## config.mk

```make
export PLATFORM = sky130hd
export DESIGN_NAME = ledr_word_tx
export DESIGN_NICKNAME = d
export VERILOG_FILES = /design/src/rtl/ledr_tx_pkg.sv /design/src/rtl/ledr_ack_sync.sv /design/src/rtl/ledr_encoder.sv /design/src/rtl/ledr_tx_ctrl.sv /design/src/rtl/ledr_word_tx.sv
export SDC_FILE = /design/constraint.sdc
export NUM_CORES = 1
export LEC_CHECK = 0
export BUFFER_PORTS_ARGS = -buffer_cell sky130_fd_sc_hd__buf_2
export CORE_MARGIN = 3
export CORE_UTILIZATION = 35
export DETAILED_ROUTE_END_ITERATION = 7
export HOLD_SLACK_MARGIN = 0.15
export PLACE_DENSITY = 0.65
export SLEW_MARGIN = 20
export SYNTH_ARGS = -nofsm -noshare
export SYNTH_HDL_FRONTEND = slang
export SYNTH_HIERARCHICAL = 1
export SYNTH_SLANG_ARGS = --single-unit
```

## constraint.sdc

```tcl
create_clock -name clk -period 4.6 [get_ports clk]
set_clock_uncertainty 0.1 [all_clocks]
set_input_delay 0.46 -clock clk [delete_from_list [all_inputs] [get_ports clk]]
set_output_delay 0.46 -clock clk [all_outputs]
set_load 0.02 [all_outputs]
```

## src/rtl/ledr_tx_pkg.sv

```systemverilog
package ledr_tx_pkg;
    typedef enum logic [1:0] {
        ST_IDLE  = 2'd0,
        ST_SHIFT = 2'd1,
        ST_WAIT  = 2'd2
    } tx_state_e;
endpackage

```

## src/rtl/ledr_ack_sync.sv

```systemverilog
module ledr_ack_sync (
    input  logic clk,
    input  logic rst_n,
    input  logic ack_async,
    output logic ack_sync
);
    logic stage1, stage2;
    logic [1:0] age;

    always_ff @(posedge clk or negedge rst_n) begin
        if (!rst_n) begin
            stage1 <= 1'b0;
            stage2 <= 1'b0;
        end else begin
            stage1 <= ack_async;
            stage2 <= stage1;
        end
    end

    assign ack_sync = stage2;

    // age of the pipeline since reset, for the latency check only
    always_ff @(posedge clk or negedge rst_n) begin
        if (!rst_n)
            age <= 2'd0;
        else if (age != 2'd2)
            age <= age + 2'd1;
    end

    a_r7_two_flop: assert property (@(posedge clk) disable iff (!rst_n)
        (age == 2'd2) |-> (ack_sync == $past(ack_async, 2)));
endmodule

```

## src/rtl/ledr_encoder.sv

```systemverilog
module ledr_encoder (
    input  logic clk,
    input  logic rst_n,
    input  logic bit_valid,
    input  logic bit_val,
    output logic wire_data,
    output logic wire_strobe
);
    logic data_q, strobe_q;

    always_ff @(posedge clk or negedge rst_n) begin
        if (!rst_n) begin
            data_q   <= 1'b0;
            strobe_q <= 1'b0;
        end else if (bit_valid) begin
            data_q <= bit_val;
            if (bit_val == data_q)
                strobe_q <= ~strobe_q;
        end
    end

    assign wire_data   = data_q;
    assign wire_strobe = strobe_q;

    a_r2_one_wire: assert property (@(posedge clk) disable iff (!rst_n)
        bit_valid |=> ($countones({wire_data, wire_strobe} ^ $past({wire_data, wire_strobe})) == 1));

    a_r2_quiet: assert property (@(posedge clk) disable iff (!rst_n)
        !bit_valid |=> ($stable(wire_data) && $stable(wire_strobe)));
endmodule

```

## src/rtl/ledr_tx_ctrl.sv

```systemverilog
module ledr_tx_ctrl #(
    parameter int WIDTH = 8
) (
    input  logic             clk,
    input  logic             rst_n,
    input  logic             in_valid,
    input  logic [WIDTH-1:0] in_word,
    output logic             in_ready,
    input  logic             ack_sync,
    output logic             bit_valid,
    output logic             bit_val
);
    import ledr_tx_pkg::*;

    localparam int CW = $clog2(WIDTH + 1);
    localparam logic [CW-1:0] REST = CW'(WIDTH - 1);

    tx_state_e        state, state_nx;
    logic [WIDTH-1:0] shreg;
    logic [CW-1:0]    remain;
    logic             ack_phase;
    logic             take, acked, last_bit;

    assign take     = (state == ST_IDLE) && in_valid;
    assign acked    = (state == ST_WAIT) && (ack_sync != ack_phase);
    assign last_bit = (state == ST_SHIFT) && (remain == CW'(1));

    always_comb begin
        state_nx = state;
        unique case (state)
            ST_IDLE:  if (take)     state_nx = (WIDTH > 1) ? ST_SHIFT : ST_WAIT;
            ST_SHIFT: if (last_bit) state_nx = ST_WAIT;
            ST_WAIT:  if (acked)    state_nx = ST_IDLE;
            default:                state_nx = ST_IDLE;
        endcase
    end

    always_ff @(posedge clk or negedge rst_n) begin
        if (!rst_n)
            state <= ST_IDLE;
        else
            state <= state_nx;
    end

    always_ff @(posedge clk or negedge rst_n) begin
        if (!rst_n) begin
            shreg     <= '0;
            remain    <= '0;
            ack_phase <= 1'b0;
        end else begin
            if (take) begin
                shreg  <= in_word >> 1;
                remain <= REST;
            end else if (state == ST_SHIFT) begin
                shreg  <= shreg >> 1;
                remain <= remain - CW'(1);
            end
            if (acked)
                ack_phase <= ack_sync;
        end
    end

    always_comb begin
        in_ready  = 1'b0;
        bit_valid = 1'b0;
        bit_val   = 1'b0;
        unique case (state)
            ST_IDLE: begin
                in_ready  = 1'b1;
                bit_valid = in_valid;
                bit_val   = in_word[0];
            end
            ST_SHIFT: begin
                bit_valid = 1'b1;
                bit_val   = shreg[0];
            end
            ST_WAIT: ;
            default: ;
        endcase
    end

    a_r5_capture: assert property (@(posedge clk) disable iff (!rst_n)
        (in_valid && in_ready) |=> !in_ready);

    a_r6_hold: assert property (@(posedge clk) disable iff (!rst_n)
        (state == ST_WAIT && ack_sync == ack_phase) |=> (state == ST_WAIT));

    a_r3_counted: assert property (@(posedge clk) disable iff (!rst_n)
        (state == ST_SHIFT) |-> (remain != '0));
endmodule

```

## src/rtl/ledr_word_tx.sv

```systemverilog
module ledr_word_tx #(
    parameter int WIDTH = 8
) (
    input  logic             clk,
    input  logic             rst_n,
    input  logic             in_valid,
    input  logic [WIDTH-1:0] in_word,
    output logic             in_ready,
    input  logic             ack_toggle,
    output logic             line_data,
    output logic             line_strobe
);
    logic ack_sync, bit_valid, bit_val;

    ledr_ack_sync u_sync (
        .clk       (clk),
        .rst_n     (rst_n),
        .ack_async (ack_toggle),
        .ack_sync  (ack_sync)
    );

    ledr_tx_ctrl #(.WIDTH(WIDTH)) u_ctrl (
        .clk       (clk),
        .rst_n     (rst_n),
        .in_valid  (in_valid),
        .in_word   (in_word),
        .in_ready  (in_ready),
        .ack_sync  (ack_sync),
        .bit_valid (bit_valid),
        .bit_val   (bit_val)
    );

    ledr_encoder u_enc (
        .clk         (clk),
        .rst_n       (rst_n),
        .bit_valid   (bit_valid),
        .bit_val     (bit_val),
        .wire_data   (line_data),
        .wire_strobe (line_strobe)
    );
endmodule

```

---- Yosys cells after proc, flatten, opt, wreduce, memory -nomap -nowiden ----
Index checks and enable logic that the tools add are counted.
storage, ports and cells
  bits in registers ....................... 19
  word-level logic and storage cells ...... 36
  output and inout bits ................... 3
  input bits .............................. 12
operators by class
  muxes and demuxes ....................... 11
  bitwise gates (word level) .............. 1
  equal/unequal tests ..................... 8
  reductions and logical operators ........ 7
  add/sub/neg operators ................... 1
operators with widths
  cell                   count
  $mux W8                2
  $mux W4                2
  $mux W2                3
  $ne A2 B1 Y1 const B   3
  $pmux W2 S3            1
  $eq A4 B1 Y1 const B   1
  $pmux W1 S2            2
  $sub A4 B1 Y4 const B  1
  $logic_and A1 B1 Y1    3
  $reduce_and A3 Y1      1
  $eq A2 B1 Y1 const B   1
  $eq A2 B2 Y1 const B   1
  $logic_not A2 Y1       1
  $reduce_and A2 Y1      1
  $reduce_bool A2 Y1     1
  $eq A1 B1 Y1           1
  $mux W1                1
  $ne A1 B1 Y1           1
  $not A1 Y1             1

---- Depth between registers and ports, before layout ----
Gate-level depths: netlist (run 1).
  depth in word-level cells ............... 4
  gate-level depth with buffers ........... 7
  depth with buffers taken out ............ 5

---- Cells and area by module ----
The synthesis (run 1) kept the hierarchy.
by module, submodules not included
  module         times used  area an instance (µm²)  cells an instance  sequential area each (µm²)
  ledr_tx_ctrl   1           739.5                   75                 350.3
  ledr_encoder   1           82.6                    6                  50.0
  ledr_ack_sync  1           50.0                    2                  50.0

---- Least setup slack after synthesis (run 1) ----
Ideal clock, no wire load.
  kind .................................... reg2out
  start ................................... register u_ctrl.state[0]
  end ..................................... output in_ready
  buffers on the path ..................... 2
  path slack .............................. 3.063 ns
  required time ........................... 4.040 ns
  cell stages (with the launch flop) ...... 4
  data arrival time ....................... 0.977 ns
  cell sequence ........................... dfrtp_1 buf_2 buf_4 nor2_1
on the way
  word-level cells in the longest chain between the ends .. 2
ends and longest elaborated chain
  what                    RTL line            text
  start, declared         ledr_tx_ctrl.sv:18  tx_state_e state, state_nx;
  start signal, assigned  ledr_tx_ctrl.sv:42  state <= state_nx;
  $logic_not A2 Y1        ledr_tx_ctrl.sv:67  unique case (state)
  $mux W1                 ledr_tx_ctrl.sv:67
  end, declared           ledr_word_tx.sv:8   output logic in_ready,
Every way passes these cells.

---- Worst setup path in the final report (run 1) ----
Same ends and word-level chain as after synthesis.

==> results.ini, run 1 <==
[run_status]
status = completed

[setup_path]
crit_type = flop to primary output
timing.critical_path.buf_inv = 1
reg2reg_from = u_ctrl/state[0]
crit_chain = nor2_1 > buf_2
reg2reg_depth = 5
required_ns = 4.04
r2r_slack_ns = 2.94
max_stage_delay_ns = 0.74
r2r-end = u_enc/wire_strobe
crit_slowest_cell = dfrtp_1
critPathArrivalTime_ns = 1.30
start_kind = flop
cp_top_family = flip-flops
critPathMaxFanout = 21
end_kind = primary output

[sta]
relSlewSlack = 0.599
setup_viol_count_final = 0
worstMarginPinSlew_ns = 0.601
holdWs_ns = 0.270
grt_setup_unrepaired = no
hold_viol_final = 0
setup_tns_ns = 0
fmax_ghz = 0.538
period_share = 0.404
min_period_ns = 1.86
drv_slew = 0

[synthesis]
ys.warnings.count = 6
synth_top_flop_cell = dfrtp_1
synth_compound_area_frac = 0.159
synth_area_leaders = dfrtp_1 52%, and3b_1 6.0%, o21ai_0 5.2%
post-synth-top-count-cell = dfrtp_1
ys_top_cells_by_count = 18 x dfrtp_1, 11 x nand2_1, 9 x o21ai_0, 7 x a21oi_1, 6 x and3b_1
synth-seq-area-share = 0.516
syn_nets = 97
synth-async-reset-ratio = 1.00
synth_mux_area_frac = 0.0373
syn_area_sq_um = 872
ys_ff_latch = 18
syn-mean-instance-area_sq_um = 10.5
yosysTopAreaCell = dfrtp_1
synth_top_area_share = 0.516
synth_cells = 83
synth_top_family_by_area = simple AND/OR/NAND/NOR gates
yosys.area_share.simple = 0.182
synth-adder-area-share = 0.0287
synth_xor_area_frac = 0.0301
synth.distinct_cells = 26
synth-edff-count = 0

[clocking]
htree_levels = 1
numCtsBuffers = 3
cts_buffer_depth = 2
path_clk_slew_ns = 0.11
cts_setup_buffers = 0
clock_sinks = 18
cts-root-buf = clkbuf_4
cts-resized-gates = 0
cts_tree = yes
clock_latency_ns = 0.30
cts_hold_buf = 1

[route]
route.detailed.drc = 0
vias = 634
first_pass_iters = 4
ant_nets = 0
first_iter_violations = 11
drt-vias-per-instance = 4.99
wirelength_mm = 1.59
post_drt_wl_per_cell_um = 12.5

[grt]
grt_max_degree = 22
grt_overflow_total = 0
grt_use_total = 0.113
grt_pass1_vias = 596
grt_pass1_wl_mm = 2.75
antenna_found_initial = 0

[placement]
place_congestion = 0.678
port_buffers = 14
placedCellCount = 121
dp.final_hpwl_mm = 1.11
dpl_cell_area_sq_um = 956

[cells_and_area]
nNetsFinal = 114
fin_util = 0.441
syn2layout_area_growth_pct = 16.1
nFillCells = 228
drive_gt1_frac = 0.222
final_area_sq_um = 1010
diodes = 0
stdcell_count = 127

[pwr]
p_leak_nw = 0.505
p_per_area_nw_per_um2 = 565
peakVddDrop_uv = 330

[die]
die_height_um = 55.9
ios = 15
dieWidth_um = 55.9
core_area_sq_um = 2300
die-area_sq_um = 3130
rows = 17
start_util = 0.380

[worst_hold_path]
holdCritStartpoint = u_sync/stage1
hold_path_class = flop to flop
hold_end = u_sync/ack_sync
hold_depth = 0

[run]
cap_violations = 0

sequential cells by signal, indices dropped and copies added, names as in the netlist:
name               flops
u_enc/wire_strobe      1
u_ctrl/ack_phase       1
u_ctrl/state           2
u_ctrl/shreg           7
u_sync/stage1          1
u_sync/ack_sync        1
u_enc/wire_data        1
u_ctrl/remain          4
layer usage:
metal / wire length (um) / vias up / track usage
met2: 701 / 20 / 0.162
met5: 0 / - / 0
met4: 19 / 0 / 0.0508
met1: 737 / 295 / 0.140
met3: 132 / 2 / 0.0603
li1: - / 317 / -
logic make-up (layout without fill, tap and decap cells):
logic type               Yosys count  after routing
AND/OR/NAND/NOR                   27             27
AO/OA/AOI/OAI                     21             21
flip-flops                        18             18
buffers and inverters              9             25
XOR/XNOR                           3              3
multiplexers                       3              3
adder cells (fa/ha/maj)            2              2
stage by stage:
stage,power [mW],setup WS [ns]
floorplan,0.428,3.06
global placement,0.470,3.01
detailed placement,0.481,2.95
CTS,0.580,2.72
global route,0.623,2.63
finish,0.572,2.74
layout by cell type (no fill, tap or decap), drive strengths merged:
| cell type | synthesis | layout |
|---|---|---|
| a21oi | 7 | 7 |
| a2bb2oi | 2 | 2 |
| and2 | 1 | 1 |
| and3b | 6 | 6 |
| buf | 3 | 14 |
| clkbuf | 1 | 4 |
| dfrtp | 18 | 18 |
| dlygate4sd3 | 0 | 2 |
| ha | 2 | 2 |
| inv | 5 | 5 |
| mux2 | 2 | 2 |
| mux2i | 1 | 1 |
| nand2 | 11 | 11 |
| nand2b | 2 | 2 |
| nand3 | 1 | 1 |
| nand3b | 1 | 1 |
| nand4bb | 1 | 1 |
| nor2 | 3 | 3 |
| o21ai | 9 | 9 |
| o21bai | 1 | 1 |
| o22ai | 1 | 1 |
| o311ai | 1 | 1 |
| or3 | 1 | 1 |
| xnor2 | 2 | 2 |
| xor2 | 1 | 1 |
how the worst max path moves through the flow:
stage | from | endpoint | slack (ns) | depth (start not counted)
after floorplan | u_ctrl/state[0] | in_ready | 3.06 | 3
after global placement | u_ctrl/state[0] | u_enc/wire_data | 3.01 | 3
after detailed placement | u_ctrl/state[0] | u_enc/wire_data | 2.95 | 3
after CTS | u_ctrl/state[0] | in_ready | 2.72 | 2
after global routing | u_ctrl/state[0] | in_ready | 2.63 | 2
final | u_ctrl/state[0] | in_ready | 2.74 | 2
where the power goes:
part,leakage [nW],switching (mW),total [mW],internal (mW)
registers,0.225,0.0585,0.273,0.215
clock network,0.0210,0.0478,0.0961,0.0483
logic,0.259,0.0984,0.202,0.104
worst reg2reg max path: stages, from the launching register on:
cell and delay, ns:
dfrtp_1 0.74, mux2i_1 0.25, nor2_1 0.08, xnor2_1 0.16, nand2_1 0.08, xnor2_1 0.13
area by class of cell:
type	instances	area, sq um	share of cell area
inverter	5	18.8	0.0185
clock buffer	4	36.3	0.0358
sequential	18	450	0.445
timing repair buffer	16	90.1	0.0890
multi-input combinational	56	382	0.377
tap	28	35.0	0.0346
(Power assumes the default switching activity.)
==> run 2, diff against run 1 <==
--- a/config.mk
+++ b/config.mk
@@ -5,6 +5,7 @@
 export SDC_FILE = /design/constraint.sdc
 export NUM_CORES = 1
 export LEC_CHECK = 0
+export ABC_AREA = 1
 export BUFFER_PORTS_ARGS = -buffer_cell sky130_fd_sc_hd__buf_2
 export CORE_MARGIN = 3
 export CORE_UTILIZATION = 35
==> constraint.sdc (replaced) <==
create_clock -name clk -period 1.8 [get_ports clk]
set_clock_uncertainty 0.1 [all_clocks]
set_input_delay 0.18 -clock clk [delete_from_list [all_inputs] [get_ports clk]]
set_output_delay 0.18 -clock clk [all_outputs]
set_load 0.02 [all_outputs]
==> results.ini, run 2 <==
[run_status]
status = completed

[setup_path]
reg2reg_from = u_ctrl/state[1]
critPathArrivalTime_ns = 1.21  ; -0.09 ns
required_ns = 1.52  ; -2.52 ns
crit_type = flop to primary output
reg2reg_depth = 7  ; +2
critPathMaxFanout = 6  ; -71%
end_kind = primary output
critPathLaunch = u_ctrl/state[1]
start_kind = flop

[die]
start_util = 0.384  ; +0.00461
rows = 17  ; unchanged
die_height_um = 56.5  ; +0.96%
die-area_sq_um = 3190  ; +1.9%
dieWidth_um = 56.5  ; +0.96%
ios = 15  ; unchanged
core_area_sq_um = 2320  ; +0.93%

[clocking]
cts-root-buf = clkbuf_4
clock_latency_ns = 0.29  ; about the same
cts_buffer_depth = 2  ; unchanged
numCtsBuffers = 3  ; unchanged
cts-resized-gates = 0  ; unchanged
path_clk_slew_ns = 0.10  ; about the same
clock_sinks = 18  ; unchanged
cts_hold_buf = 10  ; +9
htree_levels = 1  ; unchanged
cts_setup_buffers = 0  ; unchanged
cts_tree = yes

[synthesis]
synth_area_leaders = dfrtp_1 51%, nand2_1 19%, inv_1 4.6%
ys_ff_latch = 18  ; unchanged
syn_area_sq_um = 891  ; +2.2%
synth-seq-area-share = 0.506  ; -0.0109
synth_top_area_share = 0.506  ; -0.0109
syn-mean-instance-area_sq_um = 8.17  ; -22%
synth.distinct_cells = 22  ; -15%
syn_nets = 123  ; +27%
yosysTopAreaCell = dfrtp_1
synth-edff-count = 0  ; unchanged
ys_top_cells_by_count = 44 x nand2_1, 18 x dfrtp_1, 11 x inv_1, 8 x nand3_1, 4 x nand2_2
synth_cells = 109  ; +31%
synth_top_flop_cell = dfrtp_1
post-synth-top-count-cell = nand2_1
synth-async-reset-ratio = 1.00  ; unchanged
ys.warnings.count = 6  ; unchanged

[worst_hold_path]
hold_depth = 4  ; +4
holdCritStartpoint = in_word[0]
hold_path_class = primary input to flop

[sta]
period_share = 0.826
hold_viol_final = 0  ; unchanged
setup_tns_ns = 0  ; unchanged
fmax_ghz = 0.673
worstMarginPinSlew_ns = 0.433  ; -0.168 ns
relSlewSlack = 0.711  ; +0.112
drv_slew = 0  ; unchanged
setup_viol_count_final = 0  ; unchanged
min_period_ns = 1.49
grt_setup_unrepaired = no

[cells_and_area]
diodes = 0  ; unchanged
stdcell_count = 165  ; +30%
nNetsFinal = 152  ; +33%
largestRegisters = u_ctrl/shreg (7), u_ctrl/remain (4), u_ctrl/state (2)
fin_util = 0.487  ; +0.0461
final_common_cell = nand2_1
nFillCells = 220  ; -3.5%
largest-register = u_ctrl/shreg
layout_common_cells = 44 x nand2_1, 18 x dfrtp_1, 14 x buf_2
largest_reg_flops = 7  ; unchanged
drive_gt1_frac = 0.226  ; +0.00406
syn2layout_area_growth_pct = 26.7
final_area_sq_um = 1130  ; +11%

[grt]
antenna_found_initial = 0  ; unchanged
grt_max_degree = 19  ; -14%
grt_pass1_wl_mm = 3.30  ; +20%
grt_overflow_total = 0  ; unchanged
grt_pass1_vias = 779  ; +31%
grt_use_total = 0.130  ; +0.0167

[route]
route.detailed.drc = 0  ; unchanged
vias = 762  ; +20%
ant_nets = 0  ; unchanged
wirelength_mm = 1.74  ; +9.7%
first_pass_iters = 4  ; unchanged
first_iter_violations = 18  ; +7
drt-vias-per-instance = 4.62  ; -7.5%
post_drt_wl_per_cell_um = 10.6  ; -16%

[pwr]
p_leak_nw = 0.620  ; +23%
p_per_area_nw_per_um2 = 1490  ; +160%
peakVddDrop_uv = 849  ; +160%
total_power_mw = 1.68  ; +190%

[placement]
dpl_cell_area_sq_um = 992  ; +3.8%
place_congestion = 0.757  ; +12%
dp.final_hpwl_mm = 1.22  ; +9.6%
placedCellCount = 151  ; +25%
port_buffers = 14  ; unchanged

[run]
cap_violations = 0  ; unchanged

==> run 2: final cells by class <==
type                            count  area (sq um)  share of cell area
Sequential cell                    18           450               0.399
Multi-Input combinational cell     75           368               0.326
Timing Repair Buffer               25           178               0.157
Inverter                           15          61.3              0.0543
Clock buffer                        4          36.3              0.0322
Tap cell                           28          35.0              0.0310
==> run 2: path summary, 6_finish.rpt <==
path / endpoint / slack (ns)
setup / recovery: in_ready / 0.31
hold / removal: u_enc/wire_data / 0.20
setup reg to reg: u_enc/wire_strobe / 0.38
hold reg to reg: u_sync/ack_sync / 0.26
max in group asynchronous: u_enc/wire_strobe / 1.07
min in group asynchronous: u_ctrl/shreg[6] / 0.24
==> run 2: logic make-up (layout without fill, tap and decap cells) <==
logic type                 after synthesis  after routing  share of synthesized area
AOI/OAI and AO/OA                        8              8                     0.0590
DFF                                     18             18                      0.506
adders and majority gates                2              2                     0.0281
buffers and inverters                   16             44                     0.0815
and+or+nand+nor                         65             65                      0.326
==> run 2: layer usage <==
| metal | share of wire | GRT usage | vias to the layer above |
|---|---|---|---|
| met5 | 0 | 0 | - |
| li1 | - | - | 393 |
| met1 | 0.47 | 0.161 | 355 |
| met4 | 0.0057 | 0.0203 | 0 |
| met3 | 0.037 | 0.0437 | 2 |
| met2 | 0.49 | 0.221 | 12 |
==> run 2: report_power, final <==
group          switching (mW)  internal (mW)
logic                   0.459          0.291
registers               0.118          0.564
clock network           0.127          0.123
total                   0.703          0.978
==> run 2: stage by stage <==
stage                     setup slack [ns]  hold WS, ns
after detailed placement             0.400       0.0363
after global routing                 0.199        0.227
after CTS                            0.301        0.188
final                                0.313        0.198
after floorplan                      0.323       -0.216
after global placement               0.474       0.0356
==> run 2: worst max-delay path, cell delays in order, from the launching register on <==
cell     delay (ns)
dfrtp_1        0.48
nor2_2         0.23
buf_2          0.21
